$ cat src/rtl/ocmp_pkg.sv
// Shared types for the output compare bank: the per-channel action code
// and the function that applies it to a pin level.
package ocmp_pkg;

    typedef enum logic [1:0] {
        ACT_HOLD   = 2'b00,
        ACT_TOGGLE = 2'b01,
        ACT_CLEAR  = 2'b10,
        ACT_SET    = 2'b11
    } ocmp_act_e;

    // Returns the pin level after applying action a to current level cur.
    function automatic logic apply_act(input logic cur, input ocmp_act_e a);
        case (a)
            ACT_TOGGLE: return ~cur;
            ACT_CLEAR:  return 1'b0;
            ACT_SET:    return 1'b1;
            default:    return cur;
        endcase
    endfunction

endpackage

$ cat src/rtl/ocmp_counter.sv
// Free-running up counter with a load port.
// Assumes: a load takes the place of the increment in that cycle; wrap
// flags the cycle whose edge takes the count from all ones to zero.
module ocmp_counter #(
    parameter int CW = 16
) (
    input  logic          clk,
    input  logic          rst_n,
    input  logic          ld,
    input  logic [CW-1:0] ld_val,
    output logic [CW-1:0] cnt,
    output logic          wrap
);

    // Count register: reset, load or advance.
    always_ff @(posedge clk) begin
        if (!rst_n)  cnt <= '0;
        else if (ld) cnt <= ld_val;
        else         cnt <= cnt + CW'(1);
    end

    // Wrap happens only on a natural rollover, not when a load overrides it.
    assign wrap = (cnt == '1) && !ld;

    assert_cnt_step_R2: assert property (@(posedge clk) disable iff (!rst_n)
        !ld |=> cnt == $past(cnt) + CW'(1));

    assert_cnt_load_R2: assert property (@(posedge clk) disable iff (!rst_n)
        ld |=> cnt == $past(ld_val));

endmodule

$ cat src/rtl/ocmp_regs.sv
// Register file and read mux of the compare bank.
// Assumes: NCH compare words at addresses 0..NCH-1, then the action,
// mode, disconnect, flag, force, mask, data, wrap-toggle and counter words.
// Force and flag-clear are one-cycle strobes decoded from the write itself.
// 2*NCH must not exceed CW.
module ocmp_regs #(
    parameter int NCH = 8,
    parameter int CW  = 16,
    parameter int AW  = 5
) (
    input  logic              clk,
    input  logic              rst_n,
    input  logic              wr,
    input  logic [AW-1:0]     addr,
    input  logic [CW-1:0]     wdata,
    output logic [CW-1:0]     rdata,
    input  logic [NCH-1:0]    flags_in,
    input  logic [CW-1:0]     cnt_in,
    output logic [NCH*CW-1:0] cmp_flat,
    output logic [2*NCH-1:0]  act_v,
    output logic [NCH-1:0]    mode_v,
    output logic [NCH-1:0]    disc_v,
    output logic [NCH-1:0]    mask_v,
    output logic [NCH-1:0]    odata_v,
    output logic [NCH-1:0]    tov_v,
    output logic [NCH-1:0]    force_v,
    output logic [NCH-1:0]    clr_v,
    output logic              cnt_ld
);

    localparam int A_ACT  = NCH;
    localparam int A_MODE = NCH + 1;
    localparam int A_DISC = NCH + 2;
    localparam int A_FLAG = NCH + 3;
    localparam int A_FRC  = NCH + 4;
    localparam int A_MASK = NCH + 5;
    localparam int A_DATA = NCH + 6;
    localparam int A_TOV  = NCH + 7;
    localparam int A_CNT  = NCH + 8;

    logic [CW-1:0] cmp_q [NCH];

    // One write-enabled compare word per channel.
    for (genvar g = 0; g < NCH; g++) begin : g_cmp
        always_ff @(posedge clk) begin
            if (!rst_n)                          cmp_q[g] <= '0;
            else if (wr && addr == AW'(g))       cmp_q[g] <= wdata;
        end
        assign cmp_flat[g*CW +: CW] = cmp_q[g];
    end

    // Control words that hold their value until software rewrites them.
    always_ff @(posedge clk) begin
        if (!rst_n) begin
            act_v   <= '0;
            mode_v  <= '0;
            disc_v  <= '0;
            mask_v  <= '0;
            odata_v <= '0;
            tov_v   <= '0;
        end else if (wr) begin
            if (addr == AW'(A_ACT))  act_v   <= wdata[2*NCH-1:0];
            if (addr == AW'(A_MODE)) mode_v  <= wdata[NCH-1:0];
            if (addr == AW'(A_DISC)) disc_v  <= wdata[NCH-1:0];
            if (addr == AW'(A_MASK)) mask_v  <= wdata[NCH-1:0];
            if (addr == AW'(A_DATA)) odata_v <= wdata[NCH-1:0];
            if (addr == AW'(A_TOV))  tov_v   <= wdata[NCH-1:0];
        end
    end

    // Strobes live only in the cycle of the write.
    assign force_v = (wr && addr == AW'(A_FRC))  ? wdata[NCH-1:0] : '0;
    assign clr_v   = (wr && addr == AW'(A_FLAG)) ? wdata[NCH-1:0] : '0;
    assign cnt_ld  = wr && addr == AW'(A_CNT);

    // Read mux; the force word and unused addresses read zero.
    always_comb begin
        rdata = '0;
        for (int i = 0; i < NCH; i++)
            if (addr == AW'(i)) rdata = cmp_q[i];
        if (addr == AW'(A_ACT))  rdata = CW'(act_v);
        if (addr == AW'(A_MODE)) rdata = CW'(mode_v);
        if (addr == AW'(A_DISC)) rdata = CW'(disc_v);
        if (addr == AW'(A_FLAG)) rdata = CW'(flags_in);
        if (addr == AW'(A_MASK)) rdata = CW'(mask_v);
        if (addr == AW'(A_DATA)) rdata = CW'(odata_v);
        if (addr == AW'(A_TOV))  rdata = CW'(tov_v);
        if (addr == AW'(A_CNT))  rdata = cnt_in;
    end

endmodule

$ cat src/rtl/ocmp_channel.sv
// One compare channel: match detect, flag and pin with its priority chain.
// Assumes: the pin moves only when enabled (mode 1, disconnect 0). Priority
// on an edge is master override, then force or match action, then
// wrap-toggle.
module ocmp_channel
    import ocmp_pkg::*;
#(
    parameter int CW = 16
) (
    input  logic          clk,
    input  logic          rst_n,
    input  logic [CW-1:0] cnt,
    input  logic [CW-1:0] cmp,
    input  logic [1:0]    act,
    input  logic          mode,
    input  logic          disc,
    input  logic          force_i,
    input  logic          clr_i,
    input  logic          tov_i,
    input  logic          wrap,
    input  logic          ovr_evt,
    input  logic          mask_i,
    input  logic          odata_i,
    output logic          match_o,
    output logic          pin_o,
    output logic          flag_o
);

    logic en;
    logic pin_q, pin_nxt, flag_q;

    assign en      = mode && !disc;
    assign match_o = mode && (cnt == cmp);

    // Next pin level by priority: override, own action, wrap-toggle, hold.
    always_comb begin
        pin_nxt = pin_q;
        if (en) begin
            if (ovr_evt && mask_i)       pin_nxt = odata_i;
            else if (force_i || match_o) pin_nxt = apply_act(pin_q, ocmp_act_e'(act));
            else if (wrap && tov_i)      pin_nxt = ~pin_q;
        end
    end

    // Pin register.
    always_ff @(posedge clk) begin
        if (!rst_n) pin_q <= 1'b0;
        else        pin_q <= pin_nxt;
    end

    // Flag register: a real unforced match sets, write-one clears.
    always_ff @(posedge clk) begin
        if (!rst_n)                    flag_q <= 1'b0;
        else if (match_o && !force_i)  flag_q <= 1'b1;
        else if (clr_i)                flag_q <= 1'b0;
    end

    assign pin_o  = pin_q;
    assign flag_o = flag_q;

    assert_flag_set_R3: assert property (@(posedge clk) disable iff (!rst_n)
        (match_o && !force_i) |=> flag_q);

    assert_flag_clear_R3: assert property (@(posedge clk) disable iff (!rst_n)
        (clr_i && !match_o) |=> !flag_q);

    assert_force_noflag_R5: assert property (@(posedge clk) disable iff (!rst_n)
        (force_i && !flag_q) |=> !flag_q);

    assert_override_R9: assert property (@(posedge clk) disable iff (!rst_n)
        (ovr_evt && mask_i && en) |=> pin_q == $past(odata_i));

    assert_hold_disabled_R11: assert property (@(posedge clk) disable iff (!rst_n)
        !en |=> pin_q == $past(pin_q));

endmodule

$ cat src/rtl/ocmp_bank.sv
// Top of the output compare bank: counter, register file, NCH channels
// and the master event taken from the last channel.
// Assumes: the last channel (index NCH-1) is the master; its match or a
// wrap with its wrap-toggle bit set raises the override for all masked
// channels.
module ocmp_bank #(
    parameter  int NCH = 8,
    parameter  int CW  = 16,
    localparam int AW  = $clog2(NCH + 9)
) (
    input  logic           clk,
    input  logic           rst_n,
    input  logic           bus_wr,
    input  logic [AW-1:0]  bus_addr,
    input  logic [CW-1:0]  bus_wdata,
    output logic [CW-1:0]  bus_rdata,
    output logic [NCH-1:0] pin_out,
    output logic [NCH-1:0] flag_out
);

    localparam int MST = NCH - 1;

    logic [CW-1:0]     cnt;
    logic              wrap, cnt_ld, ovr_evt;
    logic [NCH*CW-1:0] cmp_flat;
    logic [2*NCH-1:0]  act_v;
    logic [NCH-1:0]    mode_v, disc_v, mask_v, odata_v, tov_v;
    logic [NCH-1:0]    force_v, clr_v, match_v;

    ocmp_counter #(.CW(CW)) u_cnt (
        .clk    (clk),
        .rst_n  (rst_n),
        .ld     (cnt_ld),
        .ld_val (bus_wdata),
        .cnt    (cnt),
        .wrap   (wrap)
    );

    ocmp_regs #(.NCH(NCH), .CW(CW), .AW(AW)) u_regs (
        .clk      (clk),
        .rst_n    (rst_n),
        .wr       (bus_wr),
        .addr     (bus_addr),
        .wdata    (bus_wdata),
        .rdata    (bus_rdata),
        .flags_in (flag_out),
        .cnt_in   (cnt),
        .cmp_flat (cmp_flat),
        .act_v    (act_v),
        .mode_v   (mode_v),
        .disc_v   (disc_v),
        .mask_v   (mask_v),
        .odata_v  (odata_v),
        .tov_v    (tov_v),
        .force_v  (force_v),
        .clr_v    (clr_v),
        .cnt_ld   (cnt_ld)
    );

    // Master event: last channel matches, or the counter wraps with its wrap-toggle set.
    assign ovr_evt = match_v[MST] || (wrap && tov_v[MST]);

    for (genvar g = 0; g < NCH; g++) begin : g_ch
        ocmp_channel #(.CW(CW)) u_ch (
            .clk     (clk),
            .rst_n   (rst_n),
            .cnt     (cnt),
            .cmp     (cmp_flat[g*CW +: CW]),
            .act     (act_v[2*g +: 2]),
            .mode    (mode_v[g]),
            .disc    (disc_v[g]),
            .force_i (force_v[g]),
            .clr_i   (clr_v[g]),
            .tov_i   (tov_v[g]),
            .wrap    (wrap),
            .ovr_evt (ovr_evt),
            .mask_i  (mask_v[g]),
            .odata_i (odata_v[g]),
            .match_o (match_v[g]),
            .pin_o   (pin_out[g]),
            .flag_o  (flag_out[g])
        );
    end

endmodule

$ cat config.mk
export PLATFORM = sky130hd
export DESIGN_NAME = ocmp_bank
export DESIGN_NICKNAME = d
export VERILOG_FILES = /design/src/rtl/ocmp_pkg.sv /design/src/rtl/ocmp_counter.sv /design/src/rtl/ocmp_regs.sv /design/src/rtl/ocmp_channel.sv /design/src/rtl/ocmp_bank.sv
export SDC_FILE = /design/constraint.sdc
export NUM_CORES = 1
export LEC_CHECK = 0
export CAP_MARGIN = 20
export CORE_ASPECT_RATIO = 1.5
export CORE_MARGIN = 2
export CORE_UTILIZATION = 45
export CTS_CLUSTER_DIAMETER = 40
export DETAILED_ROUTE_END_ITERATION = 10
export SYNTH_ARGS = -nofsm -noshare
export SYNTH_HDL_FRONTEND = slang
export SYNTH_SLANG_ARGS = --single-unit
$ cat constraint.sdc
create_clock -name clk -period 3.3 [get_ports clk]
set_input_delay 0.495 -clock clk [delete_from_list [all_inputs] [get_ports clk]]
set_output_delay 0.495 -clock clk [all_outputs]
set_load 0.03 [all_outputs]
==> impl_metrics.yaml <==
detailed_routing:
  drc_errors: 0
  wl_per_cell_um: 27.9
  final_antenna_net_count: 0
  wl_mm: 50.3
  vias: 11000
  viasPerCell: 6.12
  drt_iter0_drc: 1057
  dr.pass1.iters: 7
synthesis:
  ys_warn_count: 0
  synthCells: 1322
  syn_avg_cell_area_um2: 9.53
  synth-seq-area-share_pct: 44.5
  synth_edf_count: 128
  synth_ff_type: "edfxtp_1"
  synthArstFlopShare_pct: 0
  synth_top_cell_by_area: "edfxtp_1"
  syn_area_um2: 12600
  ys_ff_latch: 216
  synthTopCellsByArea: "edfxtp_1, dfxtp_1, and2_1"
  synth_top_cell_area_share_pct: 30.5
  syn_nets: 1347
  synthTopCellsByCount: "and2_1, edfxtp_1, nand2_1"
  yosysMostFrequentCell: "and2_1"
  ys_types: 79
cts:
  clock_path_buffers: 3
  h-tree-depth: 2
  clk_latency_ns: 0.53
  cts-root-buf: "clkbuf_16"
  clk_pin_slew_ns: 0.05
  ctsHoldBuffers: 0
  postCtsSetupBuffers: 0
  tritoncts: "done"
  cts.sinks: 216
  cts_buffers: 35
die:
  rows: 75
  num_io_pins: 56
  start_util_pct: 45.4
  die_h_um: 209
  core_um2: 27800
  fp.dieW_um: 141
  die_area_um2: 29400
worst_hold_path:
  worstHoldStart: "u_regs.mask_v[3]"
  worstHoldEndpoint: "u_regs.mask_v[3]"
  holdCritPathClass: "flip-flop to flip-flop"
  hold_depth: 2
placement:
  place_worst_setup_slack_ns: 0.0729
  dp_hpwl_mm: 37.8
  gp_congestion: 1.02
  dp_cells: 1738
  port-buffer-count: 55
timing:
  max_slew_margin_pct: 46.2
  worstMarginPinSlew_ns: 0.807
  rsz0062_at_grt: "yes"
  fmax_mhz: 312
  slew_violations: 0
  finalSetupViolCount: 0
  layout_setup_ws_ns: 0.0996
  fin_crit_sh_pct: 97.0
  whs_ns: 0.477
  finClkSkew_ns: 0.0243
  fin_setup_tns_ns: 0
  hold_violations: 0
  min_period_ns: 3.20
finish:
  num_antenna_cells: 0
  stdcell_count: 1801
  final_nets: 1454
  fin_util_pct: 55.0
  fillers: 2503
  area_growth_pct: 21.2
  drive_gt1_share_pct: 16.6
power_and_ir_drop:
  power_leakage_uw: 0.00575
  power_density_nw_per_um2: 493
  peakVddDrop_v: 0.000310
critical_path:
  cp-start-kind: "input port"
  path_cells: "clkdlybuf4s50_1, buf_4, nor2b_2, nand2_1, nor2_1, buf_4, a221o_1, o22ai_1, a21oi_1, buf_4"
  r2r_start: "u_cnt.cnt[14]"
  r2r-end: "g_ch[2].u_ch.pin_o"
  worstPathMaxFanout: 9
  crit_buf_inv: 4
  end_kind: "output port"
  r2r_cells: 7
  cp_top_family: "buffers and inverters"
  crit_top_cell: "buf_4"
  cp.arrival_ns: 2.71
  reg2reg_slack_ns: 0.46
  crit_path_max_incr_delay_ns: 0.50
  setup.worst_path.class: "input port to output port"
  slowest_stage: "clkdlybuf4s50_1"
  required_ns: 2.80
global_route:
  grt_max_degree: 84
  track_usage_pct: 34.3
  antenna_found_initial: 1
  overflow: 0
  grt_pass1_vias: 11200
  grt_pass1_wl_mm: 73.5
status:
  status: "finished clean"
run:
  cap_violations: 0
==> stage by stage <==
step                      area [um^2]  total power, uW
after floorplan                 12600             3480
after global placement          14100             3880
after detailed placement        14100             3880
after CTS                       15300             7540
after global routing            15300             7710
final                           15300             7530
==> repair_timing <==
item / 4_1_cts / 5_1_grt
gates resized for setup: 1 / 5
setup endpoints to repair: 1 / 5
gates cloned: 0 / 0
==> cells by family after synthesis <==
family / Yosys count / share of synthesized area (%)
buf+inv: 125 / 4.79
compound gates: 250 / 13.5
flops: 216 / 44.5
xor+xnor: 142 / 9.87
mux: 66 / 5.63
fa+ha+maj: 1 / 0.0992
simple gates: 522 / 21.6
==> worst max path at each step <==
| stage | depth (start not counted) | start | slack, ns | to |
|---|---|---|---|---|
| 2_1_floorplan | 9 | bus_addr[4] | 0.33 | bus_rdata[0] |
| 3_3_place_gp | 10 | bus_addr[4] | 0.06 | bus_rdata[7] |
| 3_5_place_dp | 8 | bus_addr[4] | 0.07 | bus_rdata[6] |
| 4_1_cts | 8 | u_regs.cmp_q[0][52] | 0.06 | bus_rdata[4] |
| 5_1_grt | 8 | u_regs.cmp_q[0][52] | -0.008 | bus_rdata[4] |
| 6_report | 10 | bus_addr[3] | 0.1 | bus_rdata[2] |
==> cells in the final DEF, fill, tap and decap left out, types with 5 or more instances in the layout <==
cell type and count:
a211o_1 5, and3_1 14, xor2_1 62, nor4_1 15, buf_4 128, o31ai_1 6
o22ai_1 9, a21oi_1 71, nand3_1 39, a22oi_1 23, inv_6 6, clkdlybuf4s50_1 36
and2_1 132, and4_1 5, a221oi_1 6, a222oi_1 9, clkbuf_16 39, mux2i_1 54
nor3_1 23, a21boi_0 5, nor2_1 94, inv_1 14, edfxtp_1 128, mux2_2 9
o21ai_0 31, dfxtp_1 88, buf_12 12, a211oi_1 20, xnor2_1 80, nand2b_1 9
nor2b_1 13, nand3b_1 5, nand2_1 121, nand4_1 22, a31oi_1 8
==> worst register-to-register path: stages, from the launching register on <==
cell and delay [ns]:
dfxtp_1 0.84, xor2_1 0.14, nor4_1 0.58, and3_1 0.32, a21oi_1 0.15, a21boi_0 0.17
o31a_1 0.29, o211a_1 0.22
==> cell type report <==
type | instances | area [um^2] | area share [%]
Inverter | 15 | 56.3 | 0.369
Clock buffer | 44 | 1010 | 6.64
Sequential cell | 216 | 5610 | 36.7
Tap cell | 346 | 433 | 2.83
Timing Repair Buffer | 180 | 1590 | 10.4
Multi-Input combinational cell | 981 | 6420 | 42.0
Clock inverter | 19 | 165 | 1.08
==> state kept, by name (all words and copies together), names as in the netlist <==
name              cells
g_ch.u_ch.flag_o      8
g_ch.u_ch.pin_o       8
u_cnt.cnt            16
u_regs.act_v         16
u_regs.cmp_q        128
u_regs.disc_v         8
u_regs.mask_v         8
u_regs.mode_v         8
u_regs.odata_v        8
u_regs.tov_v          8
==> where the power goes <==
| group | internal (uW) | switching [uW] | leakage (uW) |
|---|---|---|---|
| combinational | 299 | 471 | 0.00324 |
| sequential | 2960 | 121 | 0.00193 |
| clock | 2290 | 1390 | 0.000581 |
==> routing by layer <==
layer | vias up | global-route usage [%] | part of all wire (%)
li1 | 4955 | - | -
met1 | 5305 | 39.2 | 36
met2 | 579 | 59.7 | 50
met3 | 180 | 5.29 | 7.2
met4 | 2 | 21.8 | 7.2
met5 | - | 0 | 0.026
Note: power is estimated with default switching activity, not from simulation.
